`config.mk`:
```
export PLATFORM = sky130hd
export DESIGN_NAME = irq_pend_ctrl
export DESIGN_NICKNAME = d
export VERILOG_FILES = /design/src/rtl/irq_pc_pkg.sv /design/src/rtl/irq_src_capture.sv /design/src/rtl/irq_mask_bank.sv /design/src/rtl/irq_prio_pick.sv /design/src/rtl/irq_pend_ctrl.sv
export SDC_FILE = /design/constraint.sdc
export NUM_CORES = 1
export LEC_CHECK = 0
export BUFFER_PORTS_ARGS = -buffer_cell sky130_fd_sc_hd__buf_2
export CORE_MARGIN = 4
export CORE_UTILIZATION = 30
export CTS_BUF_LIST = sky130_fd_sc_hd__clkbuf_8
export DETAILED_ROUTE_END_ITERATION = 8
export PLACE_DENSITY_LB_ADDON = 0.25
export SETUP_SLACK_MARGIN = 0.02
export SLEW_MARGIN = 0
export SYNTH_ARGS = -nofsm -noshare
export SYNTH_HDL_FRONTEND = slang
export SYNTH_HIERARCHICAL = 1
export SYNTH_SLANG_ARGS = --single-unit
```
`constraint.sdc`:
```
create_clock -name clk -period 5.66 [get_ports clk]
set_input_delay 1.132 -clock clk [delete_from_list [all_inputs] [get_ports clk]]
set_output_delay 1.132 -clock clk [all_outputs]
set_load 0.005 [all_outputs]
```
`src/rtl/irq_pc_pkg.sv`:
```
package irq_pc_pkg;

  typedef enum logic [1:0] {
    RA_PEND = 2'd0,
    RA_MASK = 2'd1,
    RA_VEC  = 2'd2,
    RA_RSVD = 2'd3
  } reg_addr_e;

  localparam int unsigned CODE_STRIDE = 4;

endpackage

```
`src/rtl/irq_src_capture.sv`:
```
module irq_src_capture #(
  parameter int unsigned NUM_PINS = 8,
  localparam int unsigned NUM_SRC = 2 * NUM_PINS
) (
  input  logic                clk,
  input  logic                rst_n,
  input  logic [NUM_PINS-1:0] pin_req,
  input  logic [NUM_PINS-1:0] level_req,
  output logic [NUM_SRC-1:0]  pend_q
);

  logic [NUM_SRC-1:0] order_vec;

  for (genvar k = 0; k < NUM_PINS; k++) begin : g_weave
    assign order_vec[2*k]   = pin_req[k];
    assign order_vec[2*k+1] = level_req[k];
  end

  always_ff @(posedge clk) begin
    if (!rst_n) pend_q <= '0;
    else        pend_q <= order_vec;
  end

  p_pend_follows_r2: assert property (@(posedge clk) disable iff (!rst_n)
    $past(rst_n) |-> (pend_q[0] == $past(pin_req[0]) && pend_q[1] == $past(level_req[0])));

  p_pend_top_r2: assert property (@(posedge clk) disable iff (!rst_n)
    $past(rst_n) |-> (pend_q[NUM_SRC-1] == $past(level_req[NUM_PINS-1])
                      && pend_q[NUM_SRC-2] == $past(pin_req[NUM_PINS-1])));

endmodule

```
`src/rtl/irq_mask_bank.sv`:
```
module irq_mask_bank #(
  parameter int unsigned NUM_SRC = 16,
  parameter int unsigned BUS_W   = 32
) (
  input  logic               clk,
  input  logic               rst_n,
  input  logic               wr_en,
  input  logic [BUS_W-1:0]   wdata,
  output logic [NUM_SRC-1:0] mask_q
);

  logic [NUM_SRC-1:0] mask_d;
  logic               unused_low;

  assign unused_low = ^wdata[BUS_W-NUM_SRC-1:0];

  for (genvar i = 0; i < NUM_SRC; i++) begin : g_unpack
    assign mask_d[i] = wdata[BUS_W-1-i];
  end

  always_ff @(posedge clk) begin
    if (!rst_n)     mask_q <= '0;
    else if (wr_en) mask_q <= mask_d;
  end

  p_mask_hold_r4: assert property (@(posedge clk) disable iff (!rst_n)
    ($past(rst_n) && !$past(wr_en)) |-> $stable(mask_q));

  p_mask_load_r4: assert property (@(posedge clk) disable iff (!rst_n)
    wr_en |=> (mask_q[0] == $past(wdata[BUS_W-1])));

endmodule

```
`src/rtl/irq_prio_pick.sv`:
```
module irq_prio_pick #(
  parameter int unsigned NUM_SRC = 16,
  parameter int unsigned VEC_W   = 8,
  localparam int unsigned IDX_W  = $clog2(NUM_SRC),
  localparam logic [VEC_W-1:0] NONE_CODE = VEC_W'(NUM_SRC * irq_pc_pkg::CODE_STRIDE)
) (
  input  logic               clk,
  input  logic               rst_n,
  input  logic [NUM_SRC-1:0] act,
  output logic               any,
  output logic [VEC_W-1:0]   code
);

  logic [NUM_SRC:0]   seen;
  logic [NUM_SRC-1:0] grant;
  logic [IDX_W-1:0]   win_idx;

  function automatic logic [VEC_W-1:0] idx_to_code(input logic [IDX_W-1:0] idx);
    return VEC_W'(idx) * VEC_W'(irq_pc_pkg::CODE_STRIDE);
  endfunction

  function automatic logic [NUM_SRC-1:0] below(input logic [VEC_W-1:0] c);
    logic [NUM_SRC-1:0] r;
    for (int i = 0; i < NUM_SRC; i++)
      r[i] = (VEC_W'(i * irq_pc_pkg::CODE_STRIDE) < c);
    return r;
  endfunction

  assign seen[0] = 1'b0;
  for (genvar i = 0; i < NUM_SRC; i++) begin : g_chain
    assign grant[i]  = act[i] & ~seen[i];
    assign seen[i+1] = seen[i] | act[i];
  end

  always_comb begin
    win_idx = '0;
    for (int i = 0; i < NUM_SRC; i++)
      if (grant[i]) win_idx = win_idx | IDX_W'(i);
  end

  assign any  = seen[NUM_SRC];
  assign code = any ? idx_to_code(win_idx) : NONE_CODE;

  p_grant_single_r6: assert property (@(posedge clk) disable iff (!rst_n)
    $onehot0(grant));

  p_winner_live_r6: assert property (@(posedge clk) disable iff (!rst_n)
    any |-> act[code[VEC_W-1:2]]);

  p_none_lower_r6: assert property (@(posedge clk) disable iff (!rst_n)
    any |-> ((act & below(code)) == '0));

  p_code_aligned_r7: assert property (@(posedge clk) disable iff (!rst_n)
    code[1:0] == 2'b00);

  p_idle_code_r8: assert property (@(posedge clk) disable iff (!rst_n)
    !any |-> (code == NONE_CODE));

endmodule

```
`src/rtl/irq_pend_ctrl.sv`:
```
module irq_pend_ctrl #(
  parameter int unsigned NUM_PINS = 8,
  parameter int unsigned BUS_W    = 32,
  parameter int unsigned VEC_W    = 8,
  localparam int unsigned NUM_SRC = 2 * NUM_PINS
) (
  input  logic                clk,
  input  logic                rst_n,
  input  logic [NUM_PINS-1:0] pin_req,
  input  logic [NUM_PINS-1:0] level_req,
  input  logic                bus_sel,
  input  logic                bus_wr,
  input  logic [1:0]          bus_addr,
  input  logic [BUS_W-1:0]    bus_wdata,
  output logic [BUS_W-1:0]    bus_rdata,
  output logic                irq_req,
  output logic [VEC_W-1:0]    irq_vector
);
  import irq_pc_pkg::*;

  localparam logic [VEC_W-1:0] NONE_CODE = VEC_W'(NUM_SRC * CODE_STRIDE);

  logic [NUM_SRC-1:0] pend_q;
  logic [NUM_SRC-1:0] mask_q;
  logic [NUM_SRC-1:0] active;
  logic               mask_wr;
  reg_addr_e          ra;

  function automatic logic [BUS_W-1:0] order_to_word(input logic [NUM_SRC-1:0] v);
    logic [BUS_W-1:0] w;
    w = '0;
    for (int i = 0; i < NUM_SRC; i++) w[BUS_W-1-i] = v[i];
    return w;
  endfunction

  assign ra      = reg_addr_e'(bus_addr);
  assign mask_wr = bus_sel & bus_wr & (ra == RA_MASK);

  irq_src_capture #(.NUM_PINS(NUM_PINS)) cap_i (
    .clk, .rst_n, .pin_req, .level_req, .pend_q
  );

  irq_mask_bank #(.NUM_SRC(NUM_SRC), .BUS_W(BUS_W)) msk_i (
    .clk, .rst_n, .wr_en(mask_wr), .wdata(bus_wdata), .mask_q
  );

  assign active = pend_q & mask_q;

  irq_prio_pick #(.NUM_SRC(NUM_SRC), .VEC_W(VEC_W)) pick_i (
    .clk, .rst_n, .act(active), .any(irq_req), .code(irq_vector)
  );

  always_comb begin
    bus_rdata = '0;
    if (bus_sel && !bus_wr) begin
      unique case (ra)
        RA_PEND: bus_rdata = order_to_word(pend_q);
        RA_MASK: bus_rdata = order_to_word(mask_q);
        RA_VEC:  bus_rdata = {irq_vector, {(BUS_W-VEC_W){1'b0}}};
        RA_RSVD: bus_rdata = '0;
      endcase
    end
  end

  p_req_vs_code_r5: assert property (@(posedge clk) disable iff (!rst_n)
    irq_req == (irq_vector != NONE_CODE));

  p_masked_quiet_r5: assert property (@(posedge clk) disable iff (!rst_n)
    (mask_q == '0) |-> !irq_req);

  p_rd_idle_r9: assert property (@(posedge clk) disable iff (!rst_n)
    !bus_sel |-> (bus_rdata == '0));

endmodule

```
==> results.sh <==
export IMPL_status="completed"
export IMPL_drive_gt1_share_pct=31.9
export IMPL_grt_max_degree=33
export IMPL_insertion_delay_ps=280
export IMPL_avgViaCountPerCell=4.39
export IMPL_diodes=0
export IMPL_core_region_area_um2=6100
export IMPL_slowest_stage="or4_4"
export IMPL_drc=0
export IMPL_fin_setup_tns_ps=0
export IMPL_path_max_fanout=4
export IMPL_avgSynthCellArea_um2=9.26
export IMPL_worstHoldPathType="reg2reg"
export IMPL_drt_antenna_violating_nets=0
export IMPL_synth_cell_type_count=30
export IMPL_die_area_um2=7800
export IMPL_drt_wirelength_per_cell_um=12.8
export IMPL_seqPwrFrac_pct=49.2
export IMPL_p_per_area_nw_per_um2=216
export IMPL_initial_utilization_pct=31.7
export IMPL_rows=28
export IMPL_p_leak_nw=0.983
export IMPL_period_needed_ps=3640
export IMPL_intPower_uw=363
export IMPL_switching_share_pct=24.8
export IMPL_reg2reg_depth=2
export IMPL_hold_violations=0
export IMPL_numCtsBuffers=5
export IMPL_ctsRootBufferMaster="clkbuf_8"
export IMPL_async_flop_share_pct=0
export IMPL_switching_power_uw=120
export IMPL_drt_iter0_drc=48
export IMPL_vdd_drop_max_mv=0.129
export IMPL_postCtsResizedCells=0
export IMPL_crit_path_max_incr_delay_ps=550
export IMPL_synthFlopType="dfxtp_1"
export IMPL_min_period_over_period_pct=64.3
export IMPL_htreeDepth=2
export IMPL_grt_pass1_wl_um=6910
export IMPL_path_common_cell="a211oi_1"
export IMPL_area_growth_pct=15.6
export IMPL_path_buf_inv=2
export IMPL_startpoint_type="register"
export IMPL_netlist_instances=209
export IMPL_fin_skew_ps=0
export IMPL_cap_viol_max_count=0
export IMPL_cts_sinks=32
export IMPL_syn_area_um2=1930
export IMPL_setup_violations=0
export IMPL_grt_usage_pct=11.7
export IMPL_p_clk_share_pct=36.8
export IMPL_synth_edf_count=0
export IMPL_cp_depth=9
export IMPL_num_vias=1483
export IMPL_die_x_um=88.3
export IMPL_path_clk_slew_ps=60
export IMPL_path_cells="and2_1 -> or4_4 -> nand2b_4 -> nor3b_4 -> inv_2 -> o311a_1 -> a211oi_1 -> a211oi_1 -> buf_2"
export IMPL_clk_path_buf_depth=2
export IMPL_p_comb_share_pct=13.9
export IMPL_antenna_found_initial=0
export IMPL_slew_viol_final=0
export IMPL_routed_wl_um=4330
export IMPL_place_hpwl_um=3250
export IMPL_synth_seq_area_share_pct=33.1
export IMPL_crit_family="simple AND/OR/NAND/NOR gates"
export IMPL_grt_setup_unrepaired="false"
export IMPL_fin_nets=316
export IMPL_hold_path_depth=2
export IMPL_cts_hold_buf=0
export IMPL_worst_slew_pin_transition_ps=1080
export IMPL_required_ps=4530
export IMPL_arrival_ps=2510
export IMPL_power_uw=483
export IMPL_max_freq_mhz=275
export IMPL_yosysWarnings=6
export IMPL_critical_path_class="reg2out"
export IMPL_io_pins=95
export IMPL_crit_path_end_kind="output port"
export IMPL_synth_seq_cells=32
export IMPL_cts_setup_buffers=0
export IMPL_grt_overflow=0
export IMPL_cts_tree="built"
export IMPL_die_h_um=88.3
export IMPL_grt_pass1_vias=1465
export IMPL_slew_headroom_pct=27.7
export IMPL_io_buffers=59
export IMPL_place_congestion=0.762
export IMPL_drtPass1Iterations=4
area by class of cell:
| type | instances | area [um2] |
|---|---|---|
| Clock inverter | 2 | 7.51 |
| Multi-Input combinational cell | 161 | 1100 |
| Clock buffer | 6 | 82.6 |
| Tap cell | 75 | 93.8 |
| Inverter | 3 | 11.3 |
| Fill cell | 656 | 3860 |
| Sequential cell | 32 | 641 |
| Timing Repair Buffer | 59 | 295 |
synthesized netlist by cell type, types with 2 or more instances:
library cell | number | share of area, %
a211oi_1 | 18 | 7.0
a21oi_1 | 3 | 0.78
and2_1 | 20 | 6.5
and2_2 | 12 | 4.7
buf_2 | 3 | 0.78
buf_4 | 21 | 8.2
buf_6 | 4 | 2.3
conb_1 | 2 | 0.39
dfxtp_1 | 32 | 33
inv_1 | 2 | 0.39
mux2i_1 | 24 | 12
nand2_1 | 2 | 0.39
nand2b_1 | 8 | 2.6
nand2b_4 | 2 | 1.4
nor2_1 | 16 | 3.1
nor2b_1 | 26 | 8.4
final timing paths:
kind	end	slack, ps	start
min	msk_i/mask_q[13]	540	msk_i/mask_q[13]
min reg2reg	msk_i/mask_q[13]	540	msk_i/mask_q[13]
max	bus_rdata[27]	2020	msk_i/mask_q[1]
max reg2reg	msk_i/mask_q[6]	5030	msk_i/mask_q[6]
per-layer routing:
layer / wire, um / vias to the layer above / global-route usage [%]
met2: 2030 / 58 / 19.1
met5: 0 / - / 0
met1: 1970 / 652 / 14.7
met4: 34 / 0 / 3.71
met3: 297 / 4 / 3.72
li1: - / 769 / -
sequential cells by signal, indices dropped and copies added (netlist names):
signal / flops
cap_i/pend_q: 16
msk_i/mask_q: 16
per-stage QoR:
stage / cell area, um2 / hold WS [ps] / utilization (%) / cells / setup slack, ps
detailed placement: 2150 / 527 / 35.2 / 330 / 2290
global placement: 2150 / 516 / 35.2 / 330 / 2300
CTS: 2240 / 540 / 36.7 / 338 / 1970
finish: 2240 / 535 / 36.7 / 338 / 2020
global route: 2240 / 567 / 36.7 / 338 / 1810
floorplan: 2000 / 496 / - / 226 / 2580
power groups by stage:
stage	registers (mW)	clock network [mW]	logic, mW
floorplan	0.242	0	0.0549
global placement	0.243	0	0.0678
detailed placement	0.243	0	0.0687
CTS	0.238	0.187	0.0688
global route	0.239	0.198	0.0770
finish	0.238	0.178	0.0673
cell usage in the layout, fill, tap and decap left out, drive strengths merged, types with 2 or more instances in the layout:
master	count
a21oi	3
inv	5
nor2b	26
dfxtp	32
nor2	16
nand2b	10
clkbuf	6
conb	19
nand2	2
buf	59
mux2i	24
nor4	2
and2	32
a211oi	18
kinds of logic (layout without fill, tap and decap cells):
logic type / after synthesis / count (layout) / synth area share, %
buf+inv: 33 / 70 / 13.1
compound gates: 25 / 25 / 9.38
mux: 24 / 24 / 12.4
simple gates: 93 / 93 / 31.6
other cells: 2 / 19 / 0.388
flops: 32 / 32 / 33.1
worst min-delay path, cell delays in order (launching register included):
cell     delay, ps
dfxtp_1        320
mux2i_1        120
nor2b_1         50
Note: power is estimated with default switching activity, not from simulation.
